<file path="src/rtl/cpu_rst_pkg.sv">
package cpu_rst_pkg;
  parameter int unsigned WORD_W    = 16;
  parameter int unsigned ADDR_W    = 20;
  parameter int unsigned SEG_SHIFT = 4;

  typedef logic [WORD_W-1:0] word_t;
  typedef logic [ADDR_W-1:0] paddr_t;

  typedef struct packed {
    word_t flags;
    word_t ip;
    word_t cs;
    word_t ds;
    word_t ss;
    word_t es;
    logic  q_empty;
  } arch_state_t;

  localparam word_t CS_AT_RESET   = '1;
  localparam word_t ZERO_AT_RESET = '0;

  function automatic arch_state_t reset_state();
    arch_state_t s;
    s.flags   = ZERO_AT_RESET;
    s.ip      = ZERO_AT_RESET;
    s.cs      = CS_AT_RESET;
    s.ds      = ZERO_AT_RESET;
    s.ss      = ZERO_AT_RESET;
    s.es      = ZERO_AT_RESET;
    s.q_empty = 1'b1;
    return s;
  endfunction

  function automatic paddr_t phys_addr(word_t seg, word_t off);
    paddr_t s;
    paddr_t o;
    s = paddr_t'(seg) << SEG_SHIFT;
    o = paddr_t'(off);
    return s + o;
  endfunction
endpackage

</file>
<file path="src/rtl/rst_filter.sv">
module rst_filter #(
  parameter int unsigned MIN_HIGH = 4
) (
  input  logic clk_i,
  input  logic rst_ni,
  input  logic level_i,
  output logic accept_o
);
  generate
    if (MIN_HIGH <= 1) begin : g_direct
      assign accept_o = level_i;
    end else begin : g_count
      localparam int unsigned CW = $clog2(MIN_HIGH + 1);
      localparam logic [CW-1:0] SAT  = CW'(MIN_HIGH);
      localparam logic [CW-1:0] LAST = CW'(MIN_HIGH - 1);
      logic [CW-1:0] cnt_q;

      always_ff @(posedge clk_i or negedge rst_ni) begin
        if (!rst_ni)          cnt_q <= '0;
        else if (!level_i)    cnt_q <= '0;
        else if (cnt_q != SAT) cnt_q <= cnt_q + 1'b1;
      end

      // current sample completes the run
      assign accept_o = level_i && (cnt_q >= LAST);
    end
  endgenerate
endmodule

</file>
<file path="src/rtl/rst_ctrl.sv">
module rst_ctrl (
  input  logic clk_i,
  input  logic rst_ni,
  input  logic level_i,
  input  logic accept_i,
  output logic held_o,
  output logic held_next_o,
  output logic start_o
);
  logic held_q, start_q;
  logic start_d;

  assign held_next_o = held_q ? level_i : accept_i;
  assign start_d     = held_q && !level_i;

  always_ff @(posedge clk_i or negedge rst_ni) begin
    if (!rst_ni) begin
      held_q  <= 1'b0;
      start_q <= 1'b0;
    end else begin
      held_q  <= held_next_o;
      start_q <= start_d;
    end
  end

  assign held_o  = held_q;
  assign start_o = start_q;
endmodule

</file>
<file path="src/rtl/rst_state_reg.sv">
module rst_state_reg
  import cpu_rst_pkg::*;
(
  input  logic        clk_i,
  input  logic        rst_ni,
  input  logic        load_i,
  output arch_state_t state_o
);
  arch_state_t state_q;

  always_ff @(posedge clk_i or negedge rst_ni) begin
    if (!rst_ni)     state_q <= '0;
    else if (load_i) state_q <= reset_state();
  end

  assign state_o = state_q;
endmodule

</file>
<file path="src/rtl/cpu_reset_init.sv">
module cpu_reset_init
  import cpu_rst_pkg::*;
#(
  parameter int unsigned MIN_HIGH = 4
) (
  input  logic                clk_i,
  input  logic                rst_ni,
  input  logic                ext_reset_i,
  output logic                halt_o,
  output logic                start_fetch_o,
  output logic [ADDR_W-1:0]   fetch_addr_o,
  output logic [WORD_W-1:0]   flags_o,
  output logic [WORD_W-1:0]   ip_o,
  output logic [WORD_W-1:0]   cs_o,
  output logic [WORD_W-1:0]   ds_o,
  output logic [WORD_W-1:0]   ss_o,
  output logic [WORD_W-1:0]   es_o,
  output logic                queue_empty_o
);
  logic        accept;
  logic        held_next;
  arch_state_t state;

  rst_filter #(.MIN_HIGH(MIN_HIGH)) u_filter (
    .clk_i    (clk_i),
    .rst_ni   (rst_ni),
    .level_i  (ext_reset_i),
    .accept_o (accept)
  );

  rst_ctrl u_ctrl (
    .clk_i       (clk_i),
    .rst_ni      (rst_ni),
    .level_i     (ext_reset_i),
    .accept_i    (accept),
    .held_o      (halt_o),
    .held_next_o (held_next),
    .start_o     (start_fetch_o)
  );

  // state is reloaded on every edge that leaves the core halted
  rst_state_reg u_state (
    .clk_i   (clk_i),
    .rst_ni  (rst_ni),
    .load_i  (held_next),
    .state_o (state)
  );

  assign flags_o       = state.flags;
  assign ip_o          = state.ip;
  assign cs_o          = state.cs;
  assign ds_o          = state.ds;
  assign ss_o          = state.ss;
  assign es_o          = state.es;
  assign queue_empty_o = state.q_empty;
  assign fetch_addr_o  = phys_addr(state.cs, state.ip);
endmodule

</file>
<file path="config.mk">
export PLATFORM = sky130hd
export DESIGN_NAME = cpu_reset_init
export DESIGN_NICKNAME = d
export VERILOG_FILES = /design/src/rtl/cpu_rst_pkg.sv /design/src/rtl/rst_filter.sv /design/src/rtl/rst_ctrl.sv /design/src/rtl/rst_state_reg.sv /design/src/rtl/cpu_reset_init.sv
export SDC_FILE = /design/constraint.sdc
export NUM_CORES = 1
export LEC_CHECK = 0
export ABC_AREA = 1
export BUFFER_PORTS_ARGS = -buffer_cell sky130_fd_sc_hd__buf_2
export CAP_MARGIN = 10
export CORE_MARGIN = 2
export CORE_UTILIZATION = 35
export DETAILED_ROUTE_END_ITERATION = 16
export HOLD_SLACK_MARGIN = 0.06
export PLACE_DENSITY = 0.78
export REMOVE_ABC_BUFFERS = 1
export SYNTH_ARGS = -nofsm -noshare
export SYNTH_HDL_FRONTEND = slang
export SYNTH_SLANG_ARGS = --single-unit
</file>
<file path="constraint.sdc">
create_clock -name clk_i -period 3.4 [get_ports clk_i]
set_input_delay 0.34 -clock clk_i [delete_from_list [all_inputs] [get_ports clk_i]]
set_output_delay 0.34 -clock clk_i [all_outputs]
set_load 0.01 [all_outputs]
</file>
==> flow_metrics.tcl <==
set metrics [dict create \
    antenna_found_initial 0 \
    synth_cell_type_count 11 \
    ys_ff_latch 6 \
    totalPowerFinal_w 0.0003000 \
    post-route-period-util_pct 47.27 \
    hold_path_end "u_ctrl.start_o$_DFF_PN0_" \
    worstHoldPathType "input port to flop" \
    drtIter0Drc 5 \
    coreArea_sq_mm 0.003078 \
    yosys-top-cells-area "buf_4 76%, dfrtp_1 13%, ha_1 3.3%, inv_1 2.0%, nand3_1 1.3%" \
    grt_max_degree 35 \
    postCtsHoldBufs 1 \
    wl_per_cell_microns 6.330 \
    dp_hpwl_microns 1101 \
    slew_viol_final 0 \
    cp-start-kind "flop" \
    dr.pass1.iters 2 \
    crit_required_ns 3.06 \
    yosysTopAreaCell "buf_4" \
    cap_violations 0 \
    ioPinCount 122 \
    p_leak_nw 0.5300 \
    skew_ns 0.0008714 \
    path_buf_inv 1 \
    slew_headroom_pct 55.01 \
    grt_remaining_overflow 0 \
    tightest_slew_ns 0.6748 \
    r2r_slack_ns 2.24 \
    cts_tree "done" \
    crit_path_top_delay_cell "dfrtp_1" \
    antenna_left 0 \
    die_width_microns 61.32 \
    peakVddDrop_v 0.00008938 \
    cp_cell_sequence "buf_2" \
    post_synth.cell_area_avg_sq_um 7.930 \
    h-tree-depth 1 \
    layout-drive-gt1-share_pct 26.80 \
    fin_hold_ws_ns 0.3420 \
    hold_violations 0 \
    cp.arrival_ns 1.27 \
    finalSetupViolations 0 \
    fin_area_sq_um 863.3 \
    via_per_inst 2.898 \
    hp-start "ext_reset_i" \
    path_max_fanout 34 \
    fillCellCount 335 \
    cellPowerDensity_mw_per_mm2 347.5 \
    critical_path_class "flop to output port" \
    cts_sinks 6 \
    final_cell_mix "84 x conb_1, 37 x buf_2, 6 x inv_1, 6 x dfrtp_1, 4 x nand2_1" \
    fmax_mhz 622.2 \
    grt_pass1_vias 246 \
    rows 20 \
    syn_inst 145 \
    cts_buffer_depth 2 \
    final-seq-area_sq_um 150.1 \
    cpPeakStageDelay_ns 0.77 \
    grt_pass1_wl_microns 1069 \
    yosys_warnings 0 \
    min_path_cells 2 \
    syn_area_sq_mm 0.001150 \
    final_nets 161 \
    routed_wl_microns 1247 \
    synth_top_area_share_pct 75.73 \
    placedCellCount 193 \
    worstReg2RegEnd "u_state.state_o[0]$_DFFE_PN0P_" \
    gp_congestion 0.7233 \
    num_vias 571 \
    numCtsBuffers 3 \
    root_buffer "clkbuf_4" \
    grt_usage_pct 4.370 \
    cp.depth 1 \
    drc_errors 0 \
    tns_ns 0 \
    status "finished, final reports clean" \
    instances_no_fill 197 \
    cts_resized 0 \
    start_util_pct 37.36 \
    dieArea_sq_mm 0.003760 \
    seq_area_frac_synth_pct 13.06 \
    num_antenna_cells 0 \
    die_y_microns 61.32 \
    postCtsSetupRepairBufs 0 \
    multi_input_area_sq_um 417.9 \
    path_clk_slew_ns 0.04 \
    endpoint_kind "output port" \
    period_needed_ns 1.607 \
    place_area_sq_um 830.8 \
    rsz0062_at_grt "no" \
    r2r-start "u_filter.g_count.cnt_q[0]$_DFFE_PN0P_" \
    port_buffers 37 \
    layout_commonest_cell "conb_1" \
    areaGrowthSynthToFinish_pct -24.92 \
    worstSkewPairLatency_ns 0.24 \
    rr_worst_depth 6 \
    critPathTopFamily "flip-flops" \
]
==> power by group <==
part	switching [W]	total, W	internal [W]
registers	0.0000170	0.000110	0.0000934
clock network	0.0000244	0.0000642	0.0000398
logic	0.0000904	0.000125	0.0000350
==> worst max path at each step <==
stage                                         startpoint               end  slack, ns
after floorplan           u_state.state_o[0]$_DFFE_PN0P_           cs_o[0]       0.79
after global placement    u_state.state_o[0]$_DFFE_PN0P_     queue_empty_o       2.07
after detailed placement  u_state.state_o[0]$_DFFE_PN0P_           cs_o[9]       2.02
after CTS                 u_state.state_o[0]$_DFFE_PN0P_           cs_o[9]       1.75
after global routing      u_state.state_o[0]$_DFFE_PN0P_          cs_o[10]       1.62
final                     u_state.state_o[0]$_DFFE_PN0P_  fetch_addr_o[16]       1.79
==> flip-flops by register name, summed over array words and instances (netlist names) <==
register and count:
u_filter.g_count.cnt_q 3, u_ctrl.held_o 1, u_ctrl.start_o 1, u_state.state_o 1
==> final cells by class <==
class | instances | area share, %
inverter | 6 | 2.609
multi-input combinational | 100 | 48.41
tap | 44 | 6.377
timing repair buffer | 38 | 22.61
sequential | 6 | 17.39
clock buffer | 3 | 2.609
==> cell usage after synthesis, drive strengths merged <==
library cell	instances
buf	116
dfrtp	6
inv	6
nand2	4
nand3	4
ha	3
nor2	2
o21ai	2
a21boi	1
conb	1
==> per-stage QoR <==
stage	util (%)	setup WS, ns
finish	28.05	1.793
global route	28.05	1.617
CTS	28.05	1.753
detailed placement	26.99	2.018
global placement	26.99	2.068
floorplan	-	0.7930
==> routing by layer <==
layer / routed length, microns / track usage (%) / part of all wire, % / vias to the layer above
li1: - / - / - / 256
met1: 294 / 2.803 / 24 / 239
met2: 619 / 7.903 / 50 / 72
met3: 290 / 1.261 / 23 / 4
met4: 42 / 6.522 / 3.4 / 0
met5: 0 / 0 / 0 / -
==> cells by family (layout without fill, tap and decap cells) <==
kind of cell,after synthesis,in the layout,share of synthesized area [%]
other,1,84,0.3261
buffers and inverters,122,47,77.69
and+or+nand+nor,10,10,4.134
adders and majority gates,3,3,3.265
AOI/OAI and AO/OA,3,3,1.524
DFF,6,6,13.06
Power figures use the tool's default switching activity.
